<file path="src/rtl/spi_fe_pkg.sv">
`timescale 1ns/1ps
package spi_fe_pkg;
  // Decoded bus strobes for one cycle
  typedef struct packed {
    logic rd_stat;
    logic rd_data;
    logic wr_data;
  } bus_hit_t;

  function automatic logic data_touch(bus_hit_t h);
    return h.rd_data | h.wr_data;
  endfunction
endpackage

</file>
<file path="src/rtl/spi_fe_decode.sv">
`timescale 1ns/1ps
module spi_fe_decode
  import spi_fe_pkg::*;
#(
  parameter int ADDR_W = 1,
  parameter logic [ADDR_W-1:0] STAT_ADDR = ADDR_W'(0),
  parameter logic [ADDR_W-1:0] DATA_ADDR = ADDR_W'(1)
) (
  input  logic [ADDR_W-1:0] addr,
  input  logic              rd,
  input  logic              wr,
  output bus_hit_t          hit
);
  always_comb begin
    hit.rd_stat = rd && (addr == STAT_ADDR);
    hit.rd_data = rd && (addr == DATA_ADDR);
    hit.wr_data = wr && (addr == DATA_ADDR);
  end
endmodule

</file>
<file path="src/rtl/spi_fe_txport.sv">
`timescale 1ns/1ps
module spi_fe_txport #(
  parameter int DATA_W = 8
) (
  input  logic              clk,
  input  logic              rst,
  input  logic              wr_data,
  input  logic [DATA_W-1:0] wdata,
  input  logic              eng_busy,
  output logic              start_q,
  output logic [DATA_W-1:0] tx_q,
  output logic              coll_evt
);
  logic busy_eff;
  logic accept;

  // The engine raises busy only after it sees the start pulse, so the pulse counts as busy too
  always_comb begin
    busy_eff = eng_busy | start_q;
    accept   = wr_data & ~busy_eff;
    coll_evt = wr_data & busy_eff;
  end

  always_ff @(posedge clk) begin
    if (rst) begin
      start_q <= 1'b0;
      tx_q    <= '0;
    end else begin
      start_q <= accept;
      if (accept) tx_q <= wdata;
    end
  end

  // the start pulse lasts exactly one cycle
  a_r2_single_pulse: assert property (@(posedge clk) disable iff (rst)
    start_q |=> !start_q);
  // no start while the engine reports busy
  a_r3_busy_blocks_start: assert property (@(posedge clk) disable iff (rst)
    eng_busy |=> !start_q);
  // the transmit byte only moves with a start
  a_r3_tx_hold: assert property (@(posedge clk) disable iff (rst)
    !start_q |-> $stable(tx_q));
endmodule

</file>
<file path="src/rtl/spi_fe_flags.sv">
`timescale 1ns/1ps
module spi_fe_flags (
  input  logic clk,
  input  logic rst,
  input  logic rd_stat,
  input  logic touch,
  input  logic coll_evt,
  input  logic done_evt,
  input  logic irq_ack,
  output logic done_q,
  output logic coll_q
);
  logic arm_done, arm_coll;
  logic clr_done, clr_coll;

  always_comb begin
    clr_coll = touch & arm_coll;
    clr_done = (touch & (arm_done | arm_coll)) | irq_ack;
  end

  always_ff @(posedge clk) begin
    if (rst) begin
      done_q   <= 1'b0;
      coll_q   <= 1'b0;
      arm_done <= 1'b0;
      arm_coll <= 1'b0;
    end else begin
      // new events win over clears
      done_q <= done_evt | (done_q & ~clr_done);
      coll_q <= coll_evt | (coll_q & ~clr_coll);
      if (touch) begin
        arm_done <= 1'b0;
        arm_coll <= 1'b0;
      end else if (rd_stat) begin
        arm_done <= done_q;
        arm_coll <= coll_q;
      end
    end
  end

  // an event always leaves its flag set
  a_r10_done_event_wins: assert property (@(posedge clk) disable iff (rst)
    done_evt |=> done_q);
  a_r10_coll_event_wins: assert property (@(posedge clk) disable iff (rst)
    coll_evt |=> coll_q);
  // done falls only after an acknowledge or a data access
  a_r8_done_clear_cause: assert property (@(posedge clk) disable iff (rst)
    $fell(done_q) |-> $past(irq_ack || touch));
  // coll falls only after a data access
  a_r9_coll_clear_cause: assert property (@(posedge clk) disable iff (rst)
    $fell(coll_q) |-> $past(touch));
endmodule

</file>
<file path="src/rtl/spi_fe_readback.sv">
`timescale 1ns/1ps
module spi_fe_readback #(
  parameter int DATA_W = 8
) (
  input  logic              clk,
  input  logic              rst,
  input  logic              rd_stat,
  input  logic              rd_data,
  input  logic              done_q,
  input  logic              coll_q,
  input  logic [DATA_W-1:0] rx_byte,
  input  logic              ien,
  input  logic              gie,
  output logic [DATA_W-1:0] rdata_q,
  output logic              irq_q
);
  localparam int DONE_BIT = DATA_W - 1;
  localparam int COLL_BIT = DATA_W - 2;

  logic [DATA_W-1:0] stat_word;

  always_comb begin
    stat_word           = '0;
    stat_word[DONE_BIT] = done_q;
    stat_word[COLL_BIT] = coll_q;
  end

  always_ff @(posedge clk) begin
    if (rst) begin
      rdata_q <= '0;
      irq_q   <= 1'b0;
    end else begin
      irq_q <= done_q & ien & gie;
      if (rd_stat)      rdata_q <= stat_word;
      else if (rd_data) rdata_q <= rx_byte;
    end
  end

  // the low status bits read as zero
  a_r1_low_bits_zero: assert property (@(posedge clk) disable iff (rst)
    $past(rd_stat) |-> (rdata_q[COLL_BIT-1:0] == '0));
  // the global enable gates the request
  a_r6_gie_gates: assert property (@(posedge clk) disable iff (rst)
    !gie |=> !irq_q);
  a_r6_needs_flag: assert property (@(posedge clk) disable iff (rst)
    irq_q |-> $past(done_q));
endmodule

</file>
<file path="src/rtl/spi_reg_frontend.sv">
`timescale 1ns/1ps
module spi_reg_frontend
  import spi_fe_pkg::*;
#(
  parameter int DATA_W = 8,
  parameter int ADDR_W = 1,
  parameter logic [ADDR_W-1:0] STAT_ADDR = ADDR_W'(0),
  parameter logic [ADDR_W-1:0] DATA_ADDR = ADDR_W'(1)
) (
  input  logic              clk,
  input  logic              rst,
  input  logic [ADDR_W-1:0] bus_addr,
  input  logic              bus_rd,
  input  logic              bus_wr,
  input  logic [DATA_W-1:0] bus_wdata,
  output logic [DATA_W-1:0] bus_rdata,
  input  logic              eng_busy,
  input  logic              eng_done,
  input  logic [DATA_W-1:0] eng_rx_byte,
  output logic              eng_start,
  output logic [DATA_W-1:0] eng_tx_byte,
  input  logic              cfg_master,
  input  logic              ss_dir_in,
  input  logic              ss_level,
  input  logic              irq_en,
  input  logic              glb_irq_en,
  input  logic              irq_ack,
  output logic              irq_req
);
  bus_hit_t hit;
  logic     coll_evt, done_evt, mode_fault;
  logic     done_q, coll_q;

  spi_fe_decode #(.ADDR_W(ADDR_W), .STAT_ADDR(STAT_ADDR), .DATA_ADDR(DATA_ADDR)) u_dec (
    .addr(bus_addr), .rd(bus_rd), .wr(bus_wr), .hit(hit)
  );

  spi_fe_txport #(.DATA_W(DATA_W)) u_tx (
    .clk(clk), .rst(rst), .wr_data(hit.wr_data), .wdata(bus_wdata),
    .eng_busy(eng_busy), .start_q(eng_start), .tx_q(eng_tx_byte), .coll_evt(coll_evt)
  );

  // another master pulling slave-select low counts as a completion
  always_comb begin
    mode_fault = cfg_master & ss_dir_in & ~ss_level;
    done_evt   = eng_done | mode_fault;
  end

  spi_fe_flags u_flags (
    .clk(clk), .rst(rst), .rd_stat(hit.rd_stat), .touch(data_touch(hit)),
    .coll_evt(coll_evt), .done_evt(done_evt), .irq_ack(irq_ack),
    .done_q(done_q), .coll_q(coll_q)
  );

  spi_fe_readback #(.DATA_W(DATA_W)) u_rb (
    .clk(clk), .rst(rst), .rd_stat(hit.rd_stat), .rd_data(hit.rd_data),
    .done_q(done_q), .coll_q(coll_q), .rx_byte(eng_rx_byte),
    .ien(irq_en), .gie(glb_irq_en), .rdata_q(bus_rdata), .irq_q(irq_req)
  );

  // a done pulse is visible as the request one cycle after the flag
  a_r4_done_to_irq: assert property (@(posedge clk) disable iff (rst)
    eng_done && irq_en && glb_irq_en ##1 irq_en && glb_irq_en |=> irq_req);
endmodule

</file>
<file path="config.mk">
export PLATFORM = sky130hd
export DESIGN_NAME = spi_reg_frontend
export DESIGN_NICKNAME = d
export VERILOG_FILES = /design/src/rtl/spi_fe_pkg.sv /design/src/rtl/spi_fe_decode.sv /design/src/rtl/spi_fe_txport.sv /design/src/rtl/spi_fe_flags.sv /design/src/rtl/spi_fe_readback.sv /design/src/rtl/spi_reg_frontend.sv
export SDC_FILE = /design/constraint.sdc
export NUM_CORES = 1
export LEC_CHECK = 0
export ABC_AREA = 1
export BUFFER_PORTS_ARGS = -buffer_cell sky130_fd_sc_hd__buf_2
export CORE_ASPECT_RATIO = 0.6
export CORE_MARGIN = 2
export CORE_UTILIZATION = 38
export DETAILED_ROUTE_END_ITERATION = 12
export GPL_TIMING_DRIVEN = 0
export PLACE_DENSITY = 0.73
export SETUP_SLACK_MARGIN = 0.3
export SLEW_MARGIN = 30
export SYNTH_ARGS = -nofsm -noshare
export SYNTH_HDL_FRONTEND = slang
export SYNTH_SLANG_ARGS = --single-unit
</file>
<file path="constraint.sdc">
create_clock -name clk -period 0.9 [get_ports clk]
set_input_delay 0.135 -clock clk [delete_from_list [all_inputs] [get_ports clk]]
set_output_delay 0.135 -clock clk [all_outputs]
set_load 0.02 [all_outputs]
</file>
==> metrics.md, run 1 <==
| Metric | Value |
|---|---|
| Setup repair after global routing missed its margin | `yes` |
| Chip Height | `40.14 µm` |
| Fillers | `164` |
| Mux share of post-synthesis cell area | `0%` |
| Pre-CTS setup slack | `-0.07992 ns` |
| XOR/XNOR Fraction of Synth Area | `0%` |
| Sw Ratio | `28.82%` |
| Setup ws final | `-0.06728 ns` |
| Die width | `64.23 µm` |
| Final worst path period share | `107.5%` |
| Area fraction in compound gates after synthesis | `11.50%` |
| Slew @ Worst Pin | `0.2663 ns` |
| Routability Congestion | `0.7248` |
| Power, Total | `1917 µW` |
| Tmin final | `0.9673 ns` |
| Worst-Skew Late Latency | `0.31 ns` |
| Post-Synth Adder-Cell Area | `0%` |
| Crit path max-delay family | `flip-flops` |
| Relative slew slack | `82.24%` |
| Clock skew | `0.0008282 ns` |
| Clock power frac | `24.6%` |
| Hold Path Stages | `3` |
| Cell at the root of the clock tree | `clkbuf_4` |
| Status | `finished, violations left` |
| Synth area leader | `dfxtp_1` |
| Crit-path cells | `nor2_4 -> nand2_2 -> o21ai_1 -> nor2_1` |
| Synth Area per Inst | `7.319 µm²` |
| Worst path max stage delay | `0.38 ns` |
| CP Max Fanout | `5` |
| Top sig layer | `met4` |
| Mapped Cells | `113` |
| Crit path buf inv count | `0` |
| # IOs | `47` |
| Drt first pass iters | `4` |
| Sw Pwr | `552.4 µW` |
| Peak supply drop | `976.6 µV` |
| Synth warn | `0` |
| Port bufs | `46` |
| Overall routing resource usage | `18.88%` |
| Vias in the first global route | `872` |
| Final Hold Fails | `0` |
| Area of the multi-input gates | `483.0 µm²` |
| Fmax achieved | `1034 MHz` |
| CTS tree | `built` |
| Via density | `4.874` |
| Worst R2R Setup Slack | `-0.07 ns` |
| TritonCTS buffer count | `3` |
| Initial antenna violation count | `0` |
| Clock Path Buffers | `2` |
| Largest net degree at the start of global routing | `13` |
| CTS clk-pin slew, worst paths | `0.11 ns` |
| Core Util, Final | `70.41%` |
| Routed length on met2 | `1329 µm` |
| Reg2reg start | `u_tx.start_q` |
| Routed wire length | `2551 µm` |
| Die area | `2578 µm²` |
| Master of the slowest instance on the critical path | `dfxtp_4` |
| DP HPWL | `1635 µm` |
| Core area | `2115 µm²` |
| Fin. max-slew vios | `0` |
| First-pass GRT wire length | `3643 µm` |
| R2r worst-path depth | `4` |
| Yosys top cell area share | `53.25%` |
| Main combinational cell family by area after synthesis | `simple AND/OR/NAND/NOR gates` |
| Number of diodes | `0` |
| Met3 WL post-DR | `139 µm` |
| Num Clock Sinks | `22` |
| WP data required | `1.12 ns` |
| Routed Antenna Nets | `0` |
| Hold Path Origin | `irq_en` |
| P_leak | `0.0006890 µW` |
| Avg WL per Cell | `12.82 µm` |
| Crit end category | `flip-flop` |
| Pint | `1365 µW` |
| Fraction of layout cells with a size suffix above 1 | `72.19%` |
| Detailed Route Iter0 Violations | `12` |
| Violated checks | `setup timing` |
| Remaining global-route overflow | `0` |
| Cell Area, Synth | `827.0 µm²` |
| Min-delay worst type | `in -> reg` |
| Rows | `13` |
| Initial core utilization | `39.11%` |
| Crit Path Class | `reg -> reg` |
| Setup-failing EPs final | `26` |
| Seq. cell area | `495.5 µm²` |
| WP data arrival | `1.18 ns` |
| Wl on met1 | `1030 µm` |
| Area growth syn-to-layout | `80.03%` |
| Layout net count | `199` |
| Sequential power share | `54.1%` |
| Post-synthesis simple-gate area fraction | `29.05%` |
| Post-Syn Nets | `142` |
| Hold Path End | `u_rb.irq_q` |
| Placed cell area | `1150 µm²` |
| Synth top area cells | `dfxtp_1 53%, nand2_1 14%, nor2_1 10%, a21oi_1 6.1%, o21ai_0 5.4%` |
| P per Cell Area | `1287 nW/µm²` |
| Via count | `970` |
| Yosys reg bits | `22` |
| Sequential cell area fraction in the yosys report | `53.25%` |
| H-tree Lvls | `1` |
| Gate power share | `21.2%` |
| Fin area | `1489 µm²` |
| CP startpoint kind | `flip-flop` |
| DR DRC count | `0` |
| Reg2Reg Capture Point | `u_tx.tx_q[1]` |
| TNS Setup | `-0.8234 ns` |
| Cell variety after synth | `12` |
| Max-cap violation count | `0` |
==> registers in the layout, indices dropped and copies added (netlist names) <==
| register | count |
|---|---|
| u_flags.arm_coll | 1 |
| u_flags.arm_done | 1 |
| u_flags.coll_q | 1 |
| u_flags.done_q | 1 |
| u_rb.irq_q | 1 |
| u_rb.rdata_q | 8 |
| u_tx.start_q | 1 |
| u_tx.tx_q | 8 |
==> cell usage after synthesis (all sizes together) <==
cell type and count:
a21oi 10, o21ai 9, dfxtp 22, nand3 4
clkbuf 1, clkinv 1, nand2 33, nor2 23
inv 10
==> cell families (layout without fill, tap and decap cells) <==
logic type	after synthesis	count (layout)
simple gates	60	61
flops	22	22
compound gates	19	19
buf+inv	12	67
==> placed cells by master, fill, tap and decap left out, types with 6 or more instances in the layout <==
cell type  count
buf_2         28
nand2_1       21
buf_6         20
nor2_1        13
dfxtp_2       11
dfxtp_4       11
nand2_2       10
inv_2          7
a21oi_2        6
==> power by group through the flow <==
| stage | Sequential (µW) | Combinational (µW) | Clock (µW) |
|---|---|---|---|
| after floorplan | 1090 | 116 | 0 |
| after global placement | 1040 | 276 | 0 |
| after detailed placement | 1040 | 286 | 0 |
| after CTS | 1040 | 352 | 487 |
| after global routing | 1040 | 439 | 520 |
| final | 1040 | 407 | 472 |
==> area by class of cell <==
class	instances	area share, %
sequential	22	33.28
timing repair buffer	51	26.05
tap	30	2.521
clock buffer	4	1.765
multi-input combinational	80	32.44
inverter	11	3.613
buffer	1	0.3361
==> layer usage <==
metal  global-route usage (%)  up-vias
met3                    6.461        8
met5                        0        -
met2                    35.42       32
li1                         -      472
met4                    6.915        0
met1                    20.95      458
==> per-stage QoR <==
step | hold WS (ns) | instances
finish | 0.02631 | 199
global route | 0.02463 | 199
CTS | 0.02908 | 195
detailed placement | 0.3631 | 189
global placement | 0.3530 | 189
floorplan | 0.1921 | 113
==> timing repair <==
| action | in CTS | in global routing |
|---|---|---|
| setup endpoints to repair | 36 | 40 |
| hold buffers | 0 | 0 |
| cloned | 1 | 0 |
| pin swaps | 12 | 11 |
| buffers inserted | 1 | 4 |
| hold endpoints to repair | 0 | 0 |
| gates resized for setup | 61 | 30 |
==> worst max-delay path by stage <==
stage / from / slack (ns) / endpoint / depth (start not counted)
finish: u_tx.start_q / -0.07 / u_tx.tx_q[1] / 4
global route: u_tx.start_q / -0.09 / u_tx.tx_q[1] / 4
CTS: u_tx.start_q / -0.05 / eng_start / 1
detailed placement: bus_addr / -0.08 / u_tx.tx_q[1] / 7
global placement: bus_addr / -0.04 / u_tx.tx_q[5] / 7
floorplan: u_tx.start_q / 0.06 / u_tx.tx_q[0] / 5
==> worst reg2reg max path, delay by kind of cell (launching register included) <==
family           cells  cell delay, ns
AND/OR/NAND/NOR      3            0.32
AO/OA/AOI/OAI        1            0.18
flip-flops           1            0.38
Power figures use the tool's default switching activity.
==> run 2: changes to the inputs <==
CORE_MARGIN = unset   (was 2)
==> run 2 against run 1 <==
The run still ends with setup timing left. Total power is 1.4% lower. Largest cell class unchanged. Sequential share of layout area rose by 0.28 points. Worst hold slack better by 0.016 ns.
==> metrics.md, run 2 (synthesized netlist as in run 1, its figures left out) <==
| Metric | Value |
|---|---|
| Max-cap violation count | `0` |
| Initial antenna violation count | `0` |
| Worst path max stage delay | `0.37 ns` |
| Slew @ Worst Pin | `0.2368 ns` |
| Setup-failing EPs final | `22` |
| Avg WL per Cell | `11.70 µm` |
| Routed wire length | `2329 µm` |
| Overall routing resource usage | `20.90%` |
| Num Clock Sinks | `22` |
| Crit path buf inv count | `1` |
| Via density | `4.709` |
| Hold Path Origin | `rst` |
| Clock skew | `0.006939 ns` |
| Crit end category | `output port` |
| Crit Path Class | `reg -> out` |
| Via count | `937` |
| DP HPWL | `1543 µm` |
| Initial core utilization | `42.37%` |
| Core area | `1952 µm²` |
| Chip Height | `38.14 µm` |
| First-pass GRT wire length | `3677 µm` |
| Final worst path period share | `104.9%` |
| Most frequent cells in the layout | `28 x buf_2, 23 x nand2_1, 20 x buf_6` |
| Routability Congestion | `0.7033` |
| Master of the slowest instance on the critical path | `dfxtp_4` |
| Worst-Skew Late Latency | `0.31 ns` |
| Setup ws final | `-0.04372 ns` |
| Detailed Route Iter0 Violations | `59` |
| Regs by FF count | `u_rb.rdata_q x8, u_tx.tx_q x8` |
| Clock Path Buffers | `2` |
| Die width | `62.23 µm` |
| Relative slew slack | `84.21%` |
| Layout net count | `201` |
| Worst R2R Setup Slack | `-0.03 ns` |
| Largest net degree at the start of global routing | `13` |
| Status | `finished, violations left` |
| Routed Antenna Nets | `0` |
| Fraction of layout cells with a size suffix above 1 | `69.01%` |
| Tmin final | `0.9437 ns` |
| Commonest non-fill, non-tap cell in the layout | `buf_2` |
| Remaining global-route overflow | `0` |
| CTS tree | `built` |
| CTS clk-pin slew, worst paths | `0.12 ns` |
| Violated checks | `setup timing` |
| Number of diodes | `0` |
| Final Hold Fails | `0` |
| Hold slack | `0.04182 ns` |
| DR DRC count | `0` |
| Peak supply drop | `859.7 µV` |
| # IOs | `47` |
| R2r worst-path depth | `4` |
| Min-delay worst type | `in -> reg` |
| Hold Path End | `u_flags.done_q` |
| H-tree Lvls | `1` |
| CP Max Fanout | `2` |
| Die area | `2373 µm²` |
| Hold_buf cts | `0` |
| Reg2Reg Capture Point | `u_tx.tx_q[2]` |
| Rows | `12` |
| WP data required | `0.76 ns` |
| Fmax achieved | `1060 MHz` |
| Setup repair after global routing missed its margin | `yes` |
| P per Cell Area | `1287 nW/µm²` |
| Pre-CTS setup slack | `-0.08545 ns` |
| TritonCTS buffer count | `3` |
| Hold Path Stages | `2` |
| Crit path max-delay family | `flip-flops` |
| Fin. max-slew vios | `0` |
| Crit-path cells | `buf_6` |
| WP data arrival | `0.81 ns` |
| Cell at the root of the clock tree | `clkbuf_4` |
| Drt first pass iters | `4` |
| Reg2reg start | `u_tx.start_q` |
| Area growth syn-to-layout | `77.61%` |
| Vias in the first global route | `820` |
| P_leak | `0.0006922 µW` |
| Port bufs | `46` |
| CP startpoint kind | `flip-flop` |
-- run 2: cell count changes in the layout (fill, tap and decap cells not counted), moves of 2 or more --
| cell | previous run | this run |
|---|---|---|
| nor2_1 | 13 | 15 |
| nor2_4 | 5 | 3 |
| buf_4 | 3 | 5 |
| inv_2 | 7 | 5 |
| inv_1 | 3 | 5 |
| nand2_1 | 21 | 23 |
-- run 2: worst max path at each step --
stage	startpoint	endpoint	depth (start not counted)
6_report	u_rb.rdata_q[1]	bus_rdata[1]	1
5_1_grt	u_rb.rdata_q[1]	bus_rdata[1]	1
4_1_cts	u_tx.start_q	eng_start	1
3_5_place_dp	bus_addr	u_tx.tx_q[0]	7
3_3_place_gp	bus_addr	u_tx.tx_q[7]	7
2_1_floorplan	u_tx.start_q	u_tx.tx_q[0]	5
-- run 2: what timing repair did --
action / 4_1_cts / 5_1_grt
cloned: 1 / 0
setup endpoints to repair: 35 / 39
pin swaps: 14 / 11
resized for setup: 66 / 15
setup buffers: 4 / 3
-- run 2: report_power, final --
| part | switching (µW) | internal [µW] | total, µW |
|---|---|---|---|
| sequential | 35.0 | 1000 | 1040 |
| combinational | 210 | 188 | 398 |
| clock | 292 | 162 | 454 |
| total | 537 | 1350 | 1890 |
-- run 2: area by class of cell --
class / count / area, µm²
Tap cell: 28 / 35.03
Buffer: 1 / 5.005
Inverter: 11 / 48.80
Timing Repair Buffer: 53 / 402.9
Fill cell: 140 / 483.0
Sequential cell: 22 / 493.0
Clock buffer: 3 / 22.52
Clock inverter: 1 / 3.754
Multi-Input combinational cell: 80 / 457.9
-- run 2: routing by layer --
metal	vias to the layer above	wire [µm]	part of all wire, %	GRT usage, %
li1	470	-	-	-
met1	432	998	43	24.82
met2	29	1152	49	37.64
met3	6	148	6.4	7.143
met4	0	29	1.2	4.651
met5	-	0	0	0
-- run 2: through the flow --
step                total power (µW)  setup TNS, ns  cell area, µm²  cells  util, %
global placement                1317        -0.2152            1147    187    58.78
detailed placement              1329        -0.5328            1147    187    58.78
global route                    1990         -1.468            1469    199    75.26
CTS                             1859        -0.4651            1399    196    71.67
finish                          1891        -0.4688            1469    199    75.26
floorplan                       1203              0           882.1    113        -
